[src/rtl/cnt_irq_hub.sv]
module cnt_irq_hub #(
  parameter int ADDR_W      = 4,
  parameter int SYNC_STAGES = 2
) (
  input  logic              clk,
  input  logic              rst_n,
  input  logic              wr_en,
  input  logic [ADDR_W-1:0] addr,
  input  logic [15:0]       wdata,
  output logic [15:0]       rdata,
  input  logic [1:0]        zmark,
  input  logic [7:0]        spec_in,
  input  logic [1:0]        ovf,
  input  logic [1:0]        cmp_hit,
  output logic [5:0]        irq
);

  localparam logic [ADDR_W-1:0] A_CTRL = ADDR_W'(0);
  localparam logic [ADDR_W-1:0] A_MASK = ADDR_W'(1);
  localparam logic [ADDR_W-1:0] A_ST0  = ADDR_W'(2);
  localparam logic [ADDR_W-1:0] A_ST2  = ADDR_W'(3);
  localparam logic [ADDR_W-1:0] A_CLR  = ADDR_W'(4);
  localparam logic [15:0] FLAG_MASK = 16'h7F7F;
  localparam logic [15:0] IMASK_IMP = 16'h0F0F;
  localparam logic [7:0]  CTRL_IMP  = 8'hE0;

  logic [SYNC_STAGES:0][7:0] sp_pipe;
  logic [7:0]  sp_rise;
  logic [15:0] ev, en, act, flags, clr, imask;
  logic [7:0]  ctrl0;
  logic [5:0]  irq_d;

  always_ff @(posedge clk) begin
    if (!rst_n) sp_pipe <= '0;
    else        sp_pipe <= {sp_pipe[SYNC_STAGES-1:0], spec_in};
  end

  assign sp_rise = sp_pipe[SYNC_STAGES-1] & ~sp_pipe[SYNC_STAGES];

  for (genvar c = 0; c < 2; c++) begin : g_ch
    localparam int B = c * 8;
    localparam int S = c * 4;
    assign ev[B+0] = zmark[c];
    assign ev[B+1] = sp_rise[S+0];
    assign ev[B+2] = sp_rise[S+2];
    assign ev[B+3] = sp_rise[S+1];
    assign ev[B+4] = sp_rise[S+3];
    assign ev[B+5] = ovf[c];
    assign ev[B+6] = cmp_hit[c];
    assign ev[B+7] = 1'b0;

    assign en[B+0] = ctrl0[7-c];
    assign en[B+1] = ctrl0[5];
    assign en[B+2] = ctrl0[5];
    assign en[B+3] = imask[B+0];
    assign en[B+4] = imask[B+1];
    assign en[B+5] = imask[B+2];
    assign en[B+6] = imask[B+3];
    assign en[B+7] = 1'b0;
  end

  assign clr = (wr_en && addr == A_CLR) ? (wdata & FLAG_MASK) : '0;
  assign act = flags & en;

  always_ff @(posedge clk) begin
    if (!rst_n) begin
      flags <= '0;
      ctrl0 <= '0;
      imask <= '0;
      irq   <= '0;
    end else begin
      flags <= (flags & ~clr) | ev;
      if (wr_en && addr == A_CTRL) ctrl0 <= wdata[7:0] & CTRL_IMP;
      if (wr_en && addr == A_MASK) imask <= wdata & IMASK_IMP;
      irq   <= irq_d;
    end
  end

  assign irq_d[0] = act[0] | act[8];
  assign irq_d[1] = act[1] | act[2] | act[9] | act[10];
  assign irq_d[2] = |act[5:3];
  assign irq_d[3] = |act[13:11];
  assign irq_d[4] = act[6];
  assign irq_d[5] = act[14];

  always_comb begin
    case (addr)
      A_CTRL:  rdata = {8'h00, ctrl0};
      A_MASK:  rdata = imask;
      A_ST0:   rdata = {8'h00, flags[10], flags[9], flags[2], flags[1],
                        2'b00, flags[8], flags[0]};
      A_ST2:   rdata = {4'h0, flags[14], flags[13:11], 4'h0, flags[6], flags[5:3]};
      default: rdata = '0;
    endcase
  end

endmodule

[config.mk]
export PLATFORM = sky130hd
export DESIGN_NAME = cnt_irq_hub
export DESIGN_NICKNAME = d
export VERILOG_FILES = /design/src/rtl/cnt_irq_hub.sv
export SDC_FILE = /design/constraint.sdc
export NUM_CORES = 1
export LEC_CHECK = 0
export ABC_AREA = 1
export BUFFER_PORTS_ARGS = -buffer_cell sky130_fd_sc_hd__buf_2
export CAP_MARGIN = 20
export CORE_ASPECT_RATIO = 1.75
export CORE_MARGIN = 1
export CORE_UTILIZATION = 55
export CTS_CLUSTER_SIZE = 28
export DETAILED_ROUTE_END_ITERATION = 10
export PLACE_DENSITY = 0.83
export SLEW_MARGIN = 20
export SYNTH_ARGS = -nofsm -noshare
export SYNTH_HDL_FRONTEND = slang
export SYNTH_SLANG_ARGS = --single-unit
[constraint.sdc]
create_clock -name clk -period 1.8 [get_ports clk]
set_input_delay 0.09 -clock clk [delete_from_list [all_inputs] [get_ports clk]]
set_output_delay 0.09 -clock clk [all_outputs]
set_load 0.1 [all_outputs]
### Word-level counts from Yosys, hierarchy flattened

Cells that the tools add are included.
Widths: inputs -> output; s select.

* bitwise operators: 10
* multiplexer cells: 2
* reductions and logical operators: 6
* equal/unequal tests: 4

Operators by type and width (count)
* $pmux 12 s4: 1
* $and 16x16->16: 1
* $not 15->16: 1
* $or 16x15->16: 1
* $and 15x15->15: 1
* $mux 15: 1
* $and 8x8->8: 1
* $eq 4x2->1 const B: 2
* $not 8->8: 1
* $reduce_or 3->1: 2
* $eq 4x1->1 const B: 1
* $eq 4x3->1 const B: 1
* $logic_not 4->1: 1
* $or 1x1->1: 4
* $logic_and 1x1->1: 3

* flip-flop bits (word level): 57
* output and inout bits: 22
* bits of input ports: 37

### Depth between registers and ports, before layout

Gate-level depths: netlist (run 1).

* word-level depth: 6
* mapped depth: 7
* gate-level depth less buffers: 6

### Least setup slack after synthesis (run 1)

Ideal clock, no wire load.

* kind: input to output
* start point: in addr[3]
* end point: out rdata[10]
* required time: 1.710 ns
* arrival time: 2.576 ns
* path buffers: 0
* path slack: -0.866 ns
* stages on the path: 3
* cells stage by stage: nor2_4 nand2_1 o21ai_0

* longest elaborated chain between the ends: 2

RTL lines
* start: declaration: RTL line 8 `input logic [ADDR_W-1:0] addr,`
* $eq 4x2->1 (tied with other cells): RTL line 87 `case (addr)`
* $pmux 12 s4 (*): RTL line 87
* end: declaration: RTL line 10 `output logic [15:0] rdata,`

Mark *: on every way between the ends. The rest lies on a longest branch, timed or not.

### Final worst setup path (run 1)

* start point: in addr[3]
* end point: out rdata[2]

The elaborated chain is that of the path after synthesis.

==> out/results.env, run 1 <==
PATH_MAX_FANOUT=8
PWR_DENSITY_CELL_mW_PER_MM2=877
HOLDPATHSTAGES=3
CRITICAL-PATH-TOP-DELAY-FAMILY='buffers and inverters'
ROW_COUNT=29
TIMING.CRITICAL_PATH.SLOWEST_CELL_DELAY_PS=240
PORT-BUFFER-COUNT=53
NUMBER_OF_PLACED_CELLS_COUNTING_WELL_TAPS=378
CELLINTERNALPOWER_mW=1.80
DETAILEDPLACE.WORSTSLACK_PS=381
ANTENNA_FOUND_INITIAL=0
DRT_WL_TOTAL_UM=4420
NET_SWITCHING_COMPONENT_OF_THE_POWER_mW=0.570
MAX_FREQ_MHz=691
ROUTE.DETAILED.WL_PER_INST_UM=11.2
ANT_NETS=0
POST_DP_CELL_AREA_MM2=0.00248
FIN_NETS=386
SETUP_VIOL_COUNT_FINAL=0
AREA.SEQUENTIAL_MM2=0.00110
CTS.REPORTEDPATHS.CLKPINSLEW_PS=90
COUNT_OF_MAX_CAP_CONSTRAINT_VIOLATIONS=0
FINAL_HOLD_VIOL_COUNT=0
TRITONCTS='yes'
CTS_HOLD_BUF=9
VIAS_PER_CELL=4.76
P_LEAK_nW=1.49
SYNTHESIS.INSTANCES=287
AREA_OCCUPIED_BY_MULTI_INPUT_GATES_UM2=739
FINAL_COMMON_CELL='nand2_1'
CTS-HTREE-LEVELS=2
WORSTSETUPENDPOINTTYPE='primary output'
CTS_ROOT_BUF='clkbuf_8'
CRITICAL_PATH_REQUIRED_PS=1710
FINAL_CRITICAL_PATH_SETUP_SLACK_PS=352
POWER_FRAC_CLOCK_PCT=34.9
STDCELL_COUNT=396
GRT_PASS1_VIAS=1911
DIEAREA_MM2=0.00412
PATH_CELLS='buf_2 -> nor2_4 -> nand3_1 -> inv_1 -> nand2_1 -> o21ai_1 -> buf_12'
CLOCKBUFFERDEPTH=2
CRITICAL_PATH_DEPTH=7
COREAREA_MM2=0.00366
FLOORPLAN.IO_PINS=59
ENDPOINT_ARRIVAL_TIME_ON_THE_CRITICAL_PATH_PS=1360
DPL.HPWL_UM=3130
FIRST_PASS_GRT_WIRE_LENGTH_UM=7470
REG2REG_DEPTH=2
DETAILROUTE.VIA_COUNT=1886
FILLERINSTANCES=301
SHARE_SEQ_OF_TOTAL_POWER_PCT=54.3
FINALINSTANCEAREA_MM2=0.00270
CRITICAL_PATH_CLASS='in2out'
GRT_SETUP_UNREPAIRED='false'
LAYOUT_AREA_OVERHEAD_PCT=27.4
NUM_ANTENNA_CELLS=0
DRV_SLEW=0
YS.WARNINGS.COUNT=0
CTS_SINKS=55
DRT_PASS1_ITERATIONS=4
SHARE_OF_FINAL_LAYOUT_STANDARD_CELLS_STRONGER_THAN_DRIVE_STRENGTH_1_PCT=20.0
CLKLATENCYLATEPIN_PS=310
CP-START-KIND='input pin'
CPMAXSTAGEDELAYCELL='nor2_4'
PLACE.GP.CONGESTION=0.806
PATH_BUF_INV=3
DR.FIRST_ITER.DRC_COUNT=29
CLOCK_BUFFERS_CREATED_BY_TRITONCTS=5
POWER_FRAC_COMB_PCT=10.7
GRT_START_MAX_NET_PINS=44
MOST-COMMON-LAYOUT-CELLS='nand2_1 (85), inv_1 (56), dfxtp_1 (55), buf_2 (47), nor2_1 (27)'
GRT_OVERFLOW_TOTAL=0
INITIAL_CORE_UTIL_PCT=57.8
SYNTH.DISTINCT_CELLS=22
FP.DIEW_UM=48.9
LAYOUT_WORST_PATH_CYCLE_SHARE_PCT=80.4
TIMING.FINAL.CRIT_PERIOD_PS=1450
POST-CTS-SETUP-BUFFERS=0
POST_CTS_RESIZED=0
HOLD_PATH.CLASS='in2reg'
DIE_BOUNDARY_HEIGHT_UM=84.1
YS_FF_LATCH=55
SYNTH_SEQ_AREA_SHARE_PCT=51.9
GR-USAGE-ALL-LAYERS_PCT=23.9
FINALSETUPTNS_PS=0
CLOCK-SKEW-FINAL_PS=9.15
ROUTE.DETAILED.DRC=0
SYNTH.AVG_CELL_AREA_UM2=7.39
POST_SYNTH_INSTANCE_AREA_MM2=0.00212
PEAKVDDDROP_V=0.000881
POWER_SWITCHING_SHARE_PCT=24.0
RUN_STATUS='completed'
==> synth_stat cells (all sizes together) <==
cell | instances | area share [%]
o22ai | 10 | 3.0
dfxtp | 55 | 52
o21ai | 4 | 0.94
nand3 | 10 | 3.2
nor4 | 1 | 0.30
nor3 | 2 | 0.47
nand4 | 6 | 1.8
buf | 9 | 3.0
nand2 | 86 | 15
inv | 57 | 10
clkbuf | 4 | 0.71
o211ai | 2 | 0.71
conb | 1 | 0.18
nor2 | 30 | 6.1
a21oi | 10 | 2.4
==> metal layers <==
layer | part of all wire, % | global-route usage (%)
met5 | 0 | 0
met4 | 3.4 | 15.5
met3 | 3.4 | 4.55
met2 | 55 | 45.6
met1 | 39 | 22.0
==> cell type report <==
type	instances	area share (%)
multi-input combinational	165	27.4
sequential	55	40.8
inverter	57	7.92
clock inverter	2	1.30
tap	46	2.13
clock buffer	6	3.06
timing repair buffer	65	17.4
==> tightest hold or removal path, stage by stage <==
cell and delay, ps:
buf_2 90, inv_1 40, a21oi_1 50
==> cells by family after synthesis <==
family | Yosys count | synth area share (%)
DFF | 55 | 51.9
buffers and inverters | 70 | 13.8
other | 1 | 0.177
AOI/OAI and AO/OA | 26 | 6.97
and+or+nand+nor | 135 | 27.1
==> through the flow <==
stage / util [%] / power [mW] / hold WS, ps
after detailed placement: 67.7 / 1.55 / 272
after global placement: 67.7 / 1.54 / 265
after floorplan: - / 1.48 / 183
after CTS: 73.4 / 2.39 / 7.80
final: 73.7 / 2.37 / 12.2
after global routing: 73.7 / 2.47 / 15.6
==> flip-flops by register name, summed over array words and instances (netlist names) <==
register  flops
sp_pipe      24
irq           6
ctrl0         3
flags        14
imask         8
==> power by group through the flow <==
stage	clock [mW]	combinational (mW)	sequential [mW]
6_report	0.827	0.254	1.29
3_3_place_gp	0	0.231	1.31
3_5_place_dp	0	0.237	1.32
2_1_floorplan	0	0.164	1.31
5_1_grt	0.896	0.278	1.29
4_1_cts	0.848	0.253	1.29
==> worst paths after layout <==
kind	from	to	slack [ps]
min reg2reg	sp_pipe[0]$_SDFF_PN0_	sp_pipe[8]$_SDFF_PN0_	420
max reg2reg	flags[10]$_SDFF_PN0_	irq[1]$_SDFF_PN0_	970
max	addr[3]	rdata[2]	350
min	ovf[1]	flags[13]$_SDFF_PN0_	10
(Power assumes the default switching activity.)
==> run 2, diff against run 1 <==
--- a/config.mk
+++ b/config.mk
@@ -5,15 +5,15 @@
 export SDC_FILE = /design/constraint.sdc
 export NUM_CORES = 1
 export LEC_CHECK = 0
-export ABC_AREA = 1
+export ABC_AREA = 0
 export BUFFER_PORTS_ARGS = -buffer_cell sky130_fd_sc_hd__buf_2
 export CAP_MARGIN = 20
 export CORE_ASPECT_RATIO = 1.75
 export CORE_MARGIN = 1
-export CORE_UTILIZATION = 55
+export CORE_UTILIZATION = 51
 export CTS_CLUSTER_SIZE = 28
 export DETAILED_ROUTE_END_ITERATION = 10
-export PLACE_DENSITY = 0.83
+export PLACE_DENSITY = 0.78
 export SLEW_MARGIN = 20
 export SYNTH_ARGS = -nofsm -noshare
 export SYNTH_HDL_FRONTEND = slang
==> constraint.sdc (replaced) <==
create_clock -name clk -period 1.5 [get_ports clk]
set_input_delay 0.075 -clock clk [delete_from_list [all_inputs] [get_ports clk]]
set_output_delay 0.075 -clock clk [all_outputs]
set_load 0.1 [all_outputs]
==> run 2 against run 1 <==
Compared with the run above:
- total power up 13%
- flip-flop and latch count unchanged
- setup slack worse by 270 ps
- synthesized cell count fell by 24%
- global-route usage shrank 2.1 points
- via count is 8.2% lower
- wire length grew 3.0%
- die area grew 8.9%
- critical endpoint is now rdata[1]
- largest cell class unchanged
- largest power group unchanged
- highest routed layer unchanged
==> out/results.env, run 2 <==
SETUP_VIOL_COUNT_FINAL=0
SYNTH.AVG_CELL_AREA_UM2=9.89
CRITICAL-PATH-TOP-DELAY-FAMILY='flip-flops'
LARGEST_REGISTER='sp_pipe'
SYNTH_TOP_AREA_SHARE_PCT=51.3
DRT_PASS1_ITERATIONS=4
POWER_FRAC_COMB_PCT=13.1
DIEAREA_MM2=0.00448
CPMAXSTAGEDELAYCELL='dfxtp_1'
ENDPOINT_ARRIVAL_TIME_ON_THE_CRITICAL_PATH_PS=1350
GRT_PASS1_VIAS=1619
POWER_SWITCHING_SHARE_PCT=25.5
TOPROUTINGLAYERUSED='met4'
DPL.HPWL_UM=3300
SYNTH_SEQ_AREA_SHARE_PCT=51.3
FINAL.HOLD.WORST_SLACK_PS=20.5
POWER_mW=2.67
CRITICAL_PATH_REQUIRED_PS=1420
PWR_DENSITY_CELL_mW_PER_MM2=933
ANT_NETS=0
STDCELL_COUNT=332
COREAREA_MM2=0.00394
HOLD_PATH.CLASS='in2reg'
POST_SYNTH_INSTANCE_AREA_MM2=0.00215
PATH_MAX_FANOUT=3
POWER_FRAC_CLOCK_PCT=29.1
SHARE_SEQ_OF_TOTAL_POWER_PCT=57.8
SYNTH_ENABLE_FLOP_CELLS=0
SYNTH_TOP_CELLS_BY_AREA='dfxtp_1 (51%), mux2i_1 (9.3%), and2_1 (7.0%), nand2_1 (4.2%), a32o_1 (3.7%)'
SHARE_OF_FINAL_LAYOUT_STANDARD_CELLS_STRONGER_THAN_DRIVE_STRENGTH_1_PCT=28.9
TIMING.CRITICAL_PATH.SLOWEST_CELL_DELAY_PS=350
DRV_SLEW=0
LAYOUT_WORST_PATH_CYCLE_SHARE_PCT=94.7
DETAIL_ROUTE.WIRELENGTH.MET1_UM=1810
DRT_WL_TOTAL_UM=4550
FINAL_COMMON_CELL='dfxtp_1'
TIMING.FINAL.CRIT_PERIOD_PS=1420
VIAS_PER_CELL=5.21
PATH_CELLS='mux2_2 -> a22oi_2 -> nor3_4 -> buf_12'
NUMBER_OF_PLACED_CELLS_COUNTING_WELL_TAPS=310
POST-CTS-SETUP-BUFFERS=0
ANTENNA_FOUND_INITIAL=0
YS.WARNINGS.COUNT=0
MOST-COMMON-LAYOUT-CELLS='dfxtp_1 (55), buf_2 (41), nand2_1 (24), and2_1 (24), mux2i_1 (20)'
FIRST_PASS_GRT_WIRE_LENGTH_UM=7140
LARGEST_REG_FLOPS=24
NUM_ANTENNA_CELLS=0
CTS_ROOT_BUF='clkbuf_8'
CP-START-KIND='flip-flop'
CELLINTERNALPOWER_mW=1.99
TRITONCTS='yes'
SYNTHARSTFLOPSHARE_PCT=0
CLOCK_BUFFERS_CREATED_BY_TRITONCTS=5
ROW_COUNT=30
SYNTH.TOP_CELLS.BY_COUNT='dfxtp_1 (55), and2_1 (24), nand2_1 (24), mux2i_1 (20), inv_1 (14)'
GRT_OVERFLOW_TOTAL=0
FIN_NETS=320
RUN_STATUS='completed'
ROUTED-WL-MET3_UM=176
FINAL_HOLD_VIOL_COUNT=0
DETAILROUTE.VIA_COUNT=1731
COUNT_OF_MAX_CAP_CONSTRAINT_VIOLATIONS=0
DR.FIRST_ITER.DRC_COUNT=40
DETAILEDPLACE.WORSTSLACK_PS=204
LAYOUT_AREA_OVERHEAD_PCT=33.3
YS_FF_LATCH=55
MET2_WIRELENGTH_UM=2490
PLACE.GP.CONGESTION=0.747
SYNTH_TOP_CELL_BY_AREA='dfxtp_1'
SYNTH.DISTINCT_CELLS=29
NET_SWITCHING_COMPONENT_OF_THE_POWER_mW=0.680
POST-SYNTH-TOP-COUNT-CELL='dfxtp_1'
PEAKVDDDROP_V=0.000939
ROUTE.DETAILED.DRC=0
PORT-BUFFER-COUNT=53
WORSTSETUPENDPOINTTYPE='primary output'
GRT_START_MAX_NET_PINS=26
FINALSETUPTNS_PS=0
SYNTHESIS.INSTANCES=217
P_LEAK_nW=1.20
CTS_SINKS=55
DIE_BOUNDARY_HEIGHT_UM=87.8
INITIAL_CORE_UTIL_PCT=54.4
GR-USAGE-ALL-LAYERS_PCT=21.7
MAX_FREQ_MHz=704
GRT_SETUP_UNREPAIRED='false'
CTS.REPORTEDPATHS.CLKPINSLEW_PS=90
PATH_BUF_INV=1
CLOCKBUFFERDEPTH=2
FLOORPLAN.IO_PINS=59
CTS-HTREE-LEVELS=2
ROUTE.DETAILED.WL_PER_INST_UM=13.7
FP.DIEW_UM=51.0
CLOCK-SKEW-FINAL_PS=4.50
YS.FLOP_TYPE='dfxtp_1'
CRITICAL_PATH_CLASS='reg2out'
LAYOUT_TOP_REGISTERS='sp_pipe: 24 flops, flags: 14 flops, imask: 8 flops'
CLKLATENCYLATEPIN_PS=310
FINAL_CRITICAL_PATH_SETUP_SLACK_PS=79.2
## run 2: changes by cell type after synthesis, sizes merged, moves of 10 or more
cell / change
nand2: -62
inv: -43
and2: +24
mux2i: +20
nor2: -17
a21oi: -10
o22ai: -10
## run 2: stage by stage
stage / util, % / instance area [um2]
after floorplan: - / 2190
after global placement: 66.7 / 2630
after detailed placement: 66.7 / 2630
after CTS: 72.6 / 2860
after global routing: 72.6 / 2860
final: 72.6 / 2860
## run 2: kinds of logic (layout without fill, tap and decap cells)
logic type             after synthesis  after routing  share of synthesized area (%)
flip-flops                          55             55                           51.3
AND/OR/NAND/NOR                     82             82                           20.1
AO/OA/AOI/OAI                       25             25                           9.56
other                                1              4                          0.175
multiplexers                        22             22                           10.4
buffers and inverters               32             96                           8.45
## run 2: cell type report
type	instances	area, um2
Timing Repair Buffer	74	651
Sequential cell	55	1100
Clock buffer	6	72.6
Tap cell	48	60.1
Clock inverter	2	12.5
Multi-Input combinational cell	133	911
Fill cell	317	1080
Inverter	14	52.6
## run 2: worst register-to-register path, delay by kind of cell, from the launching register on
kind | cells | cell delay, ps
flops | 1 | 340
simple gates | 1 | 90
compound gates | 1 | 340
## run 2: final timing paths
check        depth (start not counted)                   from                     to  slack [ps]
max                                  4    flags[8]$_SDFF_PN0_               rdata[1]          80
min                                  3               wdata[1]  imask[1]$_SDFFE_PN0P_          20
min reg2reg                          1  sp_pipe[1]$_SDFF_PN0_  sp_pipe[9]$_SDFF_PN0_         440
max reg2reg                          2   flags[11]$_SDFF_PN0_      irq[3]$_SDFF_PN0_         610
## run 2: power groups by stage
stage	Clock [mW]	Sequential [mW]	Combinational (mW)
6_report	0.777	1.54	0.350
5_1_grt	0.852	1.55	0.373
4_1_cts	0.799	1.54	0.350
3_5_place_dp	0	1.58	0.319
3_3_place_gp	0	1.57	0.312
2_1_floorplan	0	1.57	0.220
## run 2: repair_timing
action | CTS | global route
gates resized for setup | 1 | 0
hold buffers | 14 | 0
hold endpoints to repair | 14 | 0
endpoints found under the setup margin | 1 | 0
## run 2: metal layers
layer  vias to the layer above  GRT usage, %
met5                         -             0
met4                         0          8.33
met3                         7          4.86
met2                        45          41.7
met1                       826          21.8
li1                        853             -
==> run 3, diff against run 2 <==
--- a/config.mk
+++ b/config.mk
@@ -8,12 +8,14 @@
 export ABC_AREA = 0
 export BUFFER_PORTS_ARGS = -buffer_cell sky130_fd_sc_hd__buf_2
 export CAP_MARGIN = 20
+export CELL_PAD_IN_SITES_DETAIL_PLACEMENT = 0
+export CELL_PAD_IN_SITES_GLOBAL_PLACEMENT = 1
 export CORE_ASPECT_RATIO = 1.75
 export CORE_MARGIN = 1
-export CORE_UTILIZATION = 51
+export CORE_UTILIZATION = 38
 export CTS_CLUSTER_SIZE = 28
 export DETAILED_ROUTE_END_ITERATION = 10
-export PLACE_DENSITY = 0.78
+export PLACE_DENSITY_LB_ADDON = 0.1
 export SLEW_MARGIN = 20
 export SYNTH_ARGS = -nofsm -noshare
 export SYNTH_HDL_FRONTEND = slang
==> run 3 against run 2 <==
Compared with the run above:
- register-to-register slack hardly changed
- clock-buffer cell count is 1 lower
- fmax is 0.22% lower
- largest power group unchanged
- clock skew is 1.4 ps lower
- sequential power hardly changed
- first-iteration DRC count is 15% lower
- critical endpoint is now rdata[0]
- hold slack worse by 1.7 ps
- wire length is 0.75% lower
==> out/results.env, run 3 (synthesis gave the netlist of run 2 again) <==
CTS_ROOT_BUF='clkbuf_8'
GRT_PASS1_VIAS=1658
LAYOUT_WORST_PATH_CYCLE_SHARE_PCT=94.9
GRT_OVERFLOW_TOTAL=0
ENDPOINT_ARRIVAL_TIME_ON_THE_CRITICAL_PATH_PS=1350
FIRST_PASS_GRT_WIRE_LENGTH_UM=7440
WORSTSETUPENDPOINTTYPE='primary output'
FIN_NETS=319
HOLD_PATH.CLASS='in2reg'
SHARE_OF_FINAL_LAYOUT_STANDARD_CELLS_STRONGER_THAN_DRIVE_STRENGTH_1_PCT=29.0
PATH_BUF_INV=1
AREA.SEQUENTIAL_MM2=0.00110
CTS.REPORTEDPATHS.CLKPINSLEW_PS=100
FINAL.HOLD.WORST_SLACK_PS=18.8
ANTENNA_FOUND_INITIAL=0
CP-START-KIND='flip-flop'
FINAL_HOLD_VIOL_COUNT=0
FINAL_COMMON_CELL='dfxtp_1'
GR-USAGE-ALL-LAYERS_PCT=16.7
DIEAREA_MM2=0.00596
PWR_DENSITY_CELL_mW_PER_MM2=986
TIMING.FINAL.CRIT_PERIOD_PS=1420
CLOCK-SKEW-FINAL_PS=3.09
DIE_BOUNDARY_HEIGHT_UM=101
PATH_MAX_FANOUT=3
DPL.HPWL_UM=3250
LAYOUT_AREA_OVERHEAD_PCT=35.9
ROW_COUNT=35
ROUTE.DETAILED.DRC=0
GRT_SETUP_UNREPAIRED='false'
FP.DIEW_UM=58.8
CRITICAL-PATH-TOP-DELAY-FAMILY='flip-flops'
POWER_mW=2.88
CTS-HTREE-LEVELS=2
PATH_CELLS='mux2_2 -> a22oi_1 -> nor3_2 -> buf_12'
VIAS_PER_CELL=4.61
DRT_PASS1_ITERATIONS=4
PEAKVDDDROP_V=0.000718
FILLERINSTANCES=544
LAYOUT_TOP_REGISTERS='sp_pipe: 24 flops, flags: 14 flops, imask: 8 flops'
COREAREA_MM2=0.00534
CTS_SINKS=55
RUN_STATUS='completed'
PORT-BUFFER-COUNT=53
PLACE.GP.CONGESTION=0.734
DETAILROUTE.VIA_COUNT=1646
POST-CTS-SETUP-BUFFERS=0
CLKLATENCYLATEPIN_PS=300
ROUTE.DETAILED.WL_PER_INST_UM=12.6
POSTLAYOUTCOREUTIL_PCT=54.6
DRT_WL_TOTAL_UM=4510
LARGEST_REGISTER='sp_pipe'
CLOCK_BUFFERS_CREATED_BY_TRITONCTS=5
LARGEST_REG_FLOPS=24
FLOORPLAN.IO_PINS=59
CRITICAL_PATH_REQUIRED_PS=1420
CLOCKBUFFERDEPTH=2
P_LEAK_nW=1.21
TRITONCTS='yes'
AREA_OCCUPIED_BY_MULTI_INPUT_GATES_UM2=911
FINALSETUPTNS_PS=0
GRT_START_MAX_NET_PINS=45
TIMING.CRITICAL_PATH.SLOWEST_CELL_DELAY_PS=390
MAX_FREQ_MHz=702
CRITICAL_PATH_CLASS='reg2out'
SETUP_VIOL_COUNT_FINAL=0
NUM_ANTENNA_CELLS=0
DR.FIRST_ITER.DRC_COUNT=34
DRV_SLEW=0
MOST-COMMON-LAYOUT-CELLS='dfxtp_1 (55), buf_2 (41), nand2_1 (24), and2_1 (24), mux2i_1 (20)'
INITIAL_CORE_UTIL_PCT=40.2
CPMAXSTAGEDELAYCELL='dfxtp_1'
ANT_NETS=0
COUNT_OF_MAX_CAP_CONSTRAINT_VIOLATIONS=0
-- run 3: changes by cell type in the layout (fill, tap and decap cells not counted) --
| cell | delta |
|---|---|
| clkinv_2 | -1 |
| inv_6 | +1 |
| bufinv_16 | +1 |
| buf_4 | -1 |
| clkbuf_1 | -1 |
-- run 3: routing by layer --
layer / GRT usage, % / part of all wire [%] / up-vias
met4: 7.51 / 1.7 / 0
met1: 17.9 / 41 / 745
li1: - / - / 850
met2: 30.3 / 53 / 44
met5: 0 / 0 / -
met3: 3.70 / 3.6 / 7
-- run 3: cell type report --
class                      count  area share [%]
sequential                    55            37.8
multi-input combinational    133            31.2
timing repair buffer          73            22.1
tap                           74            3.18
clock buffer                   5            2.36
inverter                      14            1.80
clock inverter                 3            1.59
-- run 3: worst min-delay path: stages --
cell     delay [ps]
buf_2           100
nand2_1          50
mux2i_1          60
-- run 3: path summary, 6_finish.rpt --
check,startpoint,endpoint,slack (ps),depth (start not counted)
max,flags[0]$_SDFF_PN0_,rdata[0],80,4
min,wdata[7],ctrl0[7]$_SDFFE_PN0P_,20,3
max reg2reg,flags[4]$_SDFF_PN0_,irq[2]$_SDFF_PN0_,620,2
min reg2reg,sp_pipe[7]$_SDFF_PN0_,sp_pipe[15]$_SDFF_PN0_,440,1
-- run 3: metrics by stage --
step / setup WS (ps) / instances / area, um2
after floorplan: -440 / 220 / 2190
after global placement: 229 / 335 / 2660
after detailed placement: 226 / 335 / 2660
after CTS: 17.2 / 357 / 2910
after global routing: 20.9 / 357 / 2920
final: 76.1 / 357 / 2920
-- run 3: what timing repair did --
item / in CTS / in global routing
hold endpoints to repair: 14 / 0
gates resized for setup: 0 / 1
endpoints found under the setup margin: 0 / 1
hold buffers: 14 / 0
-- run 3: power by group --
part	internal, mW	leakage [nW]	total (mW)	switching, mW
Sequential	1.51	0.451	1.54	0.0276
Clock	0.503	0.0548	0.989	0.486
Combinational	0.147	0.701	0.345	0.198
